File: src/rtl/uwire_rd_pkg.sv
package uwire_rd_pkg;

    typedef enum logic [2:0] {
        ST_IDLE,
        ST_OPC,
        ST_ADDR,
        ST_DUMMY,
        ST_STREAM,
        ST_PROT,
        ST_HOLD
    } fr_state_t;

    typedef enum logic [2:0] {
        CK_NONE  = 3'd0,
        CK_WRITE = 3'd1,
        CK_ERASE = 3'd2,
        CK_WEN   = 3'd3,
        CK_WDS   = 3'd4,
        CK_WRALL = 3'd5,
        CK_ERAL  = 3'd6
    } cmd_kind_t;

    localparam logic [1:0] OP_EXT   = 2'b00;
    localparam logic [1:0] OP_WRITE = 2'b01;
    localparam logic [1:0] OP_READ  = 2'b10;
    localparam logic [1:0] OP_ERASE = 2'b11;

    localparam logic [1:0] SUB_WDS   = 2'b00;
    localparam logic [1:0] SUB_WRALL = 2'b01;
    localparam logic [1:0] SUB_ERAL  = 2'b10;
    localparam logic [1:0] SUB_WEN   = 2'b11;

endpackage

File: src/rtl/uwire_cmd_decode.sv
module uwire_cmd_decode
    import uwire_rd_pkg::*;
(
    input  logic [1:0] opc_i,
    input  logic [1:0] sub_i,
    input  logic       pre_i,
    output logic       rd_array_o,
    output logic       rd_prot_o,
    output cmd_kind_t  kind_o
);

    always_comb begin
        rd_array_o = 1'b0;
        rd_prot_o  = 1'b0;
        kind_o     = CK_NONE;
        unique case (opc_i)
            OP_READ: begin
                rd_array_o = !pre_i;
                rd_prot_o  = pre_i;
            end
            OP_WRITE: kind_o = CK_WRITE;
            OP_ERASE: kind_o = CK_ERASE;
            OP_EXT: begin
                unique case (sub_i)
                    SUB_WEN:   kind_o = CK_WEN;
                    SUB_WDS:   kind_o = CK_WDS;
                    SUB_WRALL: kind_o = CK_WRALL;
                    SUB_ERAL:  kind_o = CK_ERAL;
                    default:   kind_o = CK_NONE;
                endcase
            end
            default: kind_o = CK_NONE;
        endcase
    end

endmodule

File: src/rtl/uwire_sout_shift.sv
module uwire_sout_shift #(
    parameter int DW = 16
) (
    input  logic          clk_i,
    input  logic          rst_n,
    input  logic          load_i,
    input  logic          shift_i,
    input  logic [DW-1:0] val_i,
    output logic          msb_o
);

    logic [DW-1:0] sh_q;

    always_ff @(posedge clk_i or negedge rst_n) begin
        if (!rst_n) begin
            sh_q <= '0;
        end else if (load_i) begin
            sh_q <= val_i;
        end else if (shift_i) begin
            sh_q <= {sh_q[DW-2:0], 1'b0};
        end
    end

    assign msb_o = sh_q[DW-1];

    // a loaded word presents its top bit first
    a_r2_load_msb: assert property (@(posedge clk_i) disable iff (!rst_n)
        load_i |=> (msb_o == $past(val_i[DW-1])));

endmodule

File: src/rtl/uwire_rd_front.sv
module uwire_rd_front
    import uwire_rd_pkg::*;
#(
    parameter int AW = 6,
    parameter int DW = 16,
    parameter int PW = AW
) (
    input  logic          rst_n,
    input  logic          sk_i,
    input  logic          cs_i,
    input  logic          di_i,
    input  logic          pre_i,
    output logic          do_o,
    output logic          do_oe_o,
    output logic          mem_rd_o,
    output logic [AW-1:0] mem_addr_o,
    input  logic [DW-1:0] mem_rdata_i,
    input  logic [PW-1:0] prot_addr_i,
    output logic          cmd_stb_o,
    output logic [2:0]    cmd_kind_o,
    output logic [AW-1:0] cmd_addr_o,
    output logic          cmd_pre_o
);

    localparam int            CW        = $clog2(DW) + 1;
    localparam int            PSH       = DW - PW;
    localparam logic [CW-1:0] ADDR_LAST = CW'(AW - 1);
    localparam logic [CW-1:0] WORD_LAST = CW'(DW - 1);
    localparam logic [CW-1:0] WORD_PRE  = CW'(DW - 2);
    localparam logic [CW-1:0] PROT_LAST = CW'(PW - 1);
    localparam logic [CW-1:0] OPC_LAST  = CW'(1);

    fr_state_t     state_q, state_d;
    logic [CW-1:0] cnt_q;
    logic [1:0]    opc_q;
    logic [AW-1:0] addr_sh_q;
    logic [AW-1:0] word_q;
    logic          prot_sel_q;
    logic          cmd_stb_q;
    cmd_kind_t     cmd_kind_q;
    logic [AW-1:0] cmd_addr_q;
    logic          cmd_pre_q;

    logic [AW-1:0] full_addr;
    logic          addr_done;
    logic          word_end;
    logic          rd_array, rd_prot;
    cmd_kind_t     dec_kind;
    logic          sh_load, sh_shift, sh_msb;
    logic [DW-1:0] sh_val;

    assign full_addr = {addr_sh_q[AW-2:0], di_i};
    assign addr_done = (state_q == ST_ADDR) && (cnt_q == ADDR_LAST);
    assign word_end  = (state_q == ST_STREAM) && (cnt_q == WORD_LAST);

    uwire_cmd_decode u_dec (
        .opc_i      (opc_q),
        .sub_i      (full_addr[AW-1:AW-2]),
        .pre_i      (pre_i),
        .rd_array_o (rd_array),
        .rd_prot_o  (rd_prot),
        .kind_o     (dec_kind)
    );

    // State register
    always_ff @(posedge sk_i or negedge rst_n) begin
        if (!rst_n) state_q <= ST_IDLE;
        else        state_q <= state_d;
    end

    // Next-state logic
    always_comb begin
        state_d = state_q;
        if (!cs_i) begin
            state_d = ST_IDLE;
        end else begin
            unique case (state_q)
                ST_IDLE:   if (di_i) state_d = ST_OPC;
                ST_OPC:    if (cnt_q == OPC_LAST) state_d = ST_ADDR;
                ST_ADDR:   if (addr_done) state_d = (rd_array || rd_prot) ? ST_DUMMY : ST_HOLD;
                ST_DUMMY:  state_d = prot_sel_q ? ST_PROT : ST_STREAM;
                ST_STREAM: state_d = ST_STREAM;
                ST_PROT:   if (cnt_q == PROT_LAST) state_d = ST_HOLD;
                ST_HOLD:   state_d = ST_HOLD;
                default:   state_d = ST_IDLE;
            endcase
        end
    end

    // Datapath registers
    always_ff @(posedge sk_i or negedge rst_n) begin
        if (!rst_n) begin
            cnt_q      <= '0;
            opc_q      <= '0;
            addr_sh_q  <= '0;
            word_q     <= '0;
            prot_sel_q <= 1'b0;
            cmd_stb_q  <= 1'b0;
            cmd_kind_q <= CK_NONE;
            cmd_addr_q <= '0;
            cmd_pre_q  <= 1'b0;
        end else begin
            cmd_stb_q <= 1'b0;
            if (!cs_i) begin
                cnt_q <= '0;
            end else begin
                unique case (state_q)
                    ST_IDLE: cnt_q <= '0;
                    ST_OPC: begin
                        opc_q <= {opc_q[0], di_i};
                        cnt_q <= (cnt_q == OPC_LAST) ? '0 : cnt_q + 1'b1;
                    end
                    ST_ADDR: begin
                        addr_sh_q <= full_addr;
                        cnt_q     <= addr_done ? '0 : cnt_q + 1'b1;
                        if (addr_done) begin
                            word_q     <= full_addr;
                            prot_sel_q <= rd_prot;
                            if (!(rd_array || rd_prot)) begin
                                cmd_stb_q  <= 1'b1;
                                cmd_kind_q <= dec_kind;
                                cmd_addr_q <= full_addr;
                                cmd_pre_q  <= pre_i;
                            end
                        end
                    end
                    ST_DUMMY: cnt_q <= '0;
                    ST_STREAM: begin
                        if (word_end) begin
                            cnt_q  <= '0;
                            word_q <= word_q + 1'b1;
                        end else begin
                            cnt_q <= cnt_q + 1'b1;
                        end
                    end
                    ST_PROT: cnt_q <= cnt_q + 1'b1;
                    ST_HOLD: cnt_q <= cnt_q;
                    default: cnt_q <= '0;
                endcase
            end
        end
    end

    uwire_sout_shift #(.DW(DW)) u_shift (
        .clk_i   (sk_i),
        .rst_n   (rst_n),
        .load_i  (sh_load),
        .shift_i (sh_shift),
        .val_i   (sh_val),
        .msb_o   (sh_msb)
    );

    // Outputs
    always_comb begin
        sh_load    = cs_i && ((state_q == ST_DUMMY) || word_end);
        sh_shift   = cs_i && ((state_q == ST_STREAM) || (state_q == ST_PROT));
        sh_val     = (state_q == ST_DUMMY && prot_sel_q) ? (DW'(prot_addr_i) << PSH) : mem_rdata_i;
        mem_rd_o   = cs_i && ((addr_done && rd_array) ||
                              ((state_q == ST_STREAM) && (cnt_q == WORD_PRE)));
        mem_addr_o = addr_done ? full_addr : word_q + 1'b1;
        do_oe_o    = cs_i && ((state_q == ST_DUMMY) || (state_q == ST_STREAM) ||
                              (state_q == ST_PROT));
        if (!do_oe_o)                do_o = 1'b1;
        else if (state_q == ST_DUMMY) do_o = 1'b0;
        else                          do_o = sh_msb;
    end

    assign cmd_stb_o  = cmd_stb_q;
    assign cmd_kind_o = cmd_kind_q;
    assign cmd_addr_o = cmd_addr_q;
    assign cmd_pre_o  = cmd_pre_q;

    // a decoded array read is followed by a zero bit
    a_r2_dummy_zero: assert property (@(posedge sk_i) disable iff (!rst_n)
        (addr_done && rd_array && cs_i) |=> (!cs_i || !do_o));

    // chip select low returns the sequencer to IDLE
    a_r7_cs_idle: assert property (@(posedge sk_i) disable iff (!rst_n)
        !cs_i |=> (state_q == ST_IDLE));

    // the command strobe lasts one cycle
    a_r8_stb_pulse: assert property (@(posedge sk_i) disable iff (!rst_n)
        cmd_stb_o |=> !cmd_stb_o);

    // word boundary advances the address modulo the array size
    a_r3_addr_step: assert property (@(posedge sk_i) disable iff (!rst_n)
        (word_end && cs_i) |=> (word_q == AW'($past(word_q) + 1'b1)));

    // the next word was fetched one cycle before the boundary
    a_r3_fetch_ahead: assert property (@(posedge sk_i) disable iff (!rst_n)
        (word_end && cs_i) |-> $past(mem_rd_o));

    // no array access while the protect value shifts out
    a_r5_no_array: assert property (@(posedge sk_i) disable iff (!rst_n)
        (state_q == ST_PROT) |-> !mem_rd_o);

endmodule

File: config.mk
export PLATFORM = sky130hd
export DESIGN_NAME = uwire_rd_front
export DESIGN_NICKNAME = d
export VERILOG_FILES = /design/src/rtl/uwire_rd_pkg.sv /design/src/rtl/uwire_cmd_decode.sv /design/src/rtl/uwire_sout_shift.sv /design/src/rtl/uwire_rd_front.sv
export SDC_FILE = /design/constraint.sdc
export NUM_CORES = 1
export LEC_CHECK = 0
export ABC_AREA = 0
export BUFFER_PORTS_ARGS = -buffer_cell sky130_fd_sc_hd__buf_2
export CORE_ASPECT_RATIO = 0.9
export CORE_MARGIN = 3
export CORE_UTILIZATION = 61
export DETAILED_ROUTE_END_ITERATION = 10
export PLACE_DENSITY = 0.95
export SETUP_SLACK_MARGIN = 0.1
export SYNTH_ARGS = -nofsm -noshare
export SYNTH_HDL_FRONTEND = slang
export SYNTH_HIERARCHICAL = 1
export SYNTH_SLANG_ARGS = --single-unit
File: constraint.sdc
create_clock -name sk_i -period 3.2 [get_ports sk_i]
set_input_delay 0 -clock sk_i [delete_from_list [all_inputs] [get_ports sk_i]]
set_output_delay 0 -clock sk_i [all_outputs]
set_load 0.005 [all_outputs]
==> impl_results.md <==
- Outcome: complete, no violations
- Tot Pwr: roughly 1.2 mW
- Async SR Flop Fraction: between 90% and 100%
- DRC: 0
- Initial Util: between 60% and 70%
- Clk Tree Root Cell: clkbuf_8
- Post-synth top area cell: dfrtp_1
- Die height: around 71 um
- Switching part of the total: approximately 27%
- Mapped Area: a little under 3000 um2
- Routed vias: around 2200
- Share of layout cells above drive strength 1: approximately 30%
- Top cells by area, synth: dfrtp_1, mux2_2, mux2i_1, nand2_1, a21oi_1
- Routability Congestion: 0.908
- Cell count after synthesis: 283
- Least-Margin Pin Slew: 1070 ps
- Final setup margin: a little under 800 ps
- Int Pwr: between 0.8 and 0.9 mW
- Post-Place Setup Slack: 832 ps
- Routed wire length: ~5.9 mm
- P_sw: about 0.32 mW
- Crit path cell chain: nand2_1 > nor2_1 > a21oi_1 > nor2b_2 > buf_4 > nand2_1 > o21ai_0
- Worst skew pair latency: ~310 ps
- Setup crit start kind: register
- Combinational fraction of design power: between 10% and 20%
- DR pass1 iterations: 4
- CTS tree: yes
- Synthesized net count: between 300 and 400
- Worst-path clk slew: 90 ps
- Cell Rows: 23
- Synth unique cells: a little under 60
- Tcrit/Tclk final: roughly three quarters
- Hold crit path type: primary input to register
- First-pass GRT wire length: 9.94 mm
- Critical Path End Type: register
- DP HPWL: ~4.2 mm
- Post CTS Setup Buffer Count: 0
- Die Area: approximately 5600 um2
- Total Routing Usage GR: 22.4%
- Slew headroom: between 20 and 30%
- Post-synth top cells: dfrtp_1, nand2_1, mux2_2
- Sequential share of the synthesized area: a little over two fifths
- Per-cell routed wire length: between 15 and 20 um
- Post-cts sizing count: 0
- Post-Layout Cell Count: 385
- Most frequent cell after synthesis: dfrtp_1
- Setup TNS: 0 ps
- Initial antenna violation count: 0
- RSZ-0062 raised after global routing: false
- Synth warn: 6
- Max_cap viols: 0
- PD cells: 371 nW/um2
- Max frequency: a little over 400 MHz
- Fin area: 3200 um2
- Slowest-stage cell, CP: dfrtp_1
- Clock share of power: between 30% and 40%
- Fin. Hold Viols: 0
- IO Port Bufs: 46
- Top cell type's share of synthesized area: ~42%
- ANT nets after route: 0
- Worst stage delay on the critical path: roughly 780 ps
- Gr ovfl total: 0
- Synthesized flop and latch total: 49
- Synth Flop Type: dfrtp_1
- N_diodes: 0
- Worst EP required: approximately 3400 ps
- Final Setup Violations: 0
- Fin util: around 70%
- DR iter-0 viols: 166
- H-tree depth: 2
- Layout Area Growth over Synthesis: 10.3%
- Setup CP Type: register to register
- Min Clock Period, post-route: around 2400 ps
- Die Wd: 78.7 um
- Max VDD drop: ~310 uV
- Total CTS buffers: 5
- Vias in the first global route: between 2000 and 2500
- Filler Cell Count: between 300 and 400
- Nets: around 350
- Clk_skew: between 3 and 4 ps
- Hold_ws: 6.61 ps
- Largest net degree at the start of global routing: 50
- Seq pwr share: 57.6%
- Via/cell ratio: slightly below 6
- Worst-path maximum fanout: 21
- CP arrival: 2650 ps
- Placed cell area: slightly above 3000 um2
- # clock sinks: 49
- Placed cell count: roughly 380
- CP dominant cell by count: nand2_1
- Fin. max-slew vios: 0
- Leakage: approximately 1.5 nW
- Placeable Area: around 4500 um2
- CTS Buffer Depth: 2
- Post-synth EDFFs: 0
- Post-Syn Area per Cell: between 10 and 15 um2
- IO Count: 47
-- final timing paths --
path,endpoint,slack (ps),start,cells after the start
max in group asynchronous,u_shift/sh_q[7]$_DFFE_PN0P_,2130,rst_n,2
min in group asynchronous,u_shift/sh_q[11]$_DFFE_PN0P_,410,rst_n,2
min,u_shift/sh_q[7]$_DFFE_PN0P_,7,mem_rdata_i[7],4
max reg2reg,u_shift/sh_q[1]$_DFFE_PN0P_,780,state_q[0]$_DFFE_PN0P_,7
max,u_shift/sh_q[1]$_DFFE_PN0P_,780,state_q[0]$_DFFE_PN0P_,7
min reg2reg,cmd_kind_o[2]$_DFFE_PN0P_,510,cmd_kind_o[2]$_DFFE_PN0P_,1
-- area by class of cell --
type | instances | area [um2] | share of cell area [%]
tap | 62 | 77.6 | 2.43
multi-input combinational | 207 | 1500 | 46.9
inverter | 9 | 33.8 | 1.06
sequential | 49 | 1230 | 38.3
clock inverter | 3 | 26.3 | 0.822
timing repair buffer | 50 | 265 | 8.29
clock buffer | 5 | 68.8 | 2.15
-- kinds of logic (layout without fill, tap and decap cells) --
kind of cell    Yosys count  after routing  synth area share (%)
simple gates             92             92                  18.7
mux                      41             41                  15.2
buf+inv                  27             67                  6.04
compound gates           65             65                  14.4
fa+ha+maj                 5              5                  2.16
xor+xnor                  4              4                  1.21
flops                    49             49                  42.3
-- metal layers --
layer | global-route usage (%) | vias up | share of wire (%)
li1 | - | 1085 | -
met1 | 27.9 | 1092 | 43
met2 | 38.8 | 41 | 51
met3 | 4.52 | 10 | 3.9
met4 | 7.77 | 0 | 1.5
met5 | 0 | - | 0
-- state kept, by name, summed over array words and instances, names as in the netlist --
| name | cells |
|---|---|
| u_shift/sh_q | 16 |
| cmd_addr_o | 6 |
| word_q | 6 |
| addr_sh_q | 5 |
| cnt_q | 5 |
| cmd_kind_o | 3 |
| state_q | 3 |
| opc_q | 2 |
| cmd_pre_o | 1 |
| cmd_stb_o | 1 |
| prot_sel_q | 1 |
-- power by group through the flow --
stage	clock [mW]	sequential, mW	combinational [mW]
after CTS	0.388	0.683	0.121
final	0.383	0.684	0.120
after global routing	0.410	0.690	0.136
after floorplan	0	0.680	0.0877
after detailed placement	0	0.695	0.117
after global placement	0	0.693	0.114
-- placed cells by master (no fill, tap or decap), drive strengths merged, types with 2 or more instances in the layout --
cell,n
nor3,2
ha,5
mux2i,16
a21oi,15
or3b,2
inv,10
buf,48
xnor2,3
nand2b,4
nor3b,5
and2,12
nor2b,4
dfrtp,49
o21ai,26
a21boi,3
a31oi,3
nand2,27
o22ai,2
mux2,25
and4bb,3
and3,3
dlygate4sd3,2
nor2,13
o22a,5
clkbuf,5
clkinvlp,2
nand3,9
-- repair_timing --
action / 4_1_cts / 5_1_grt
endpoints found under the setup margin: 0 / 0
endpoints found under the hold margin: 50 / 0
hold buffers: 2 / 0
-- critical path, delay by kind of cell (launching register included) --
| kind | cells | cell delay [ps] |
|---|---|---|
| AND/OR/NAND/NOR | 4 | 1070 |
| flip-flops | 1 | 780 |
| buffers and inverters | 1 | 310 |
| AO/OA/AOI/OAI | 2 | 170 |
Note: power is estimated with default switching activity, not from simulation.
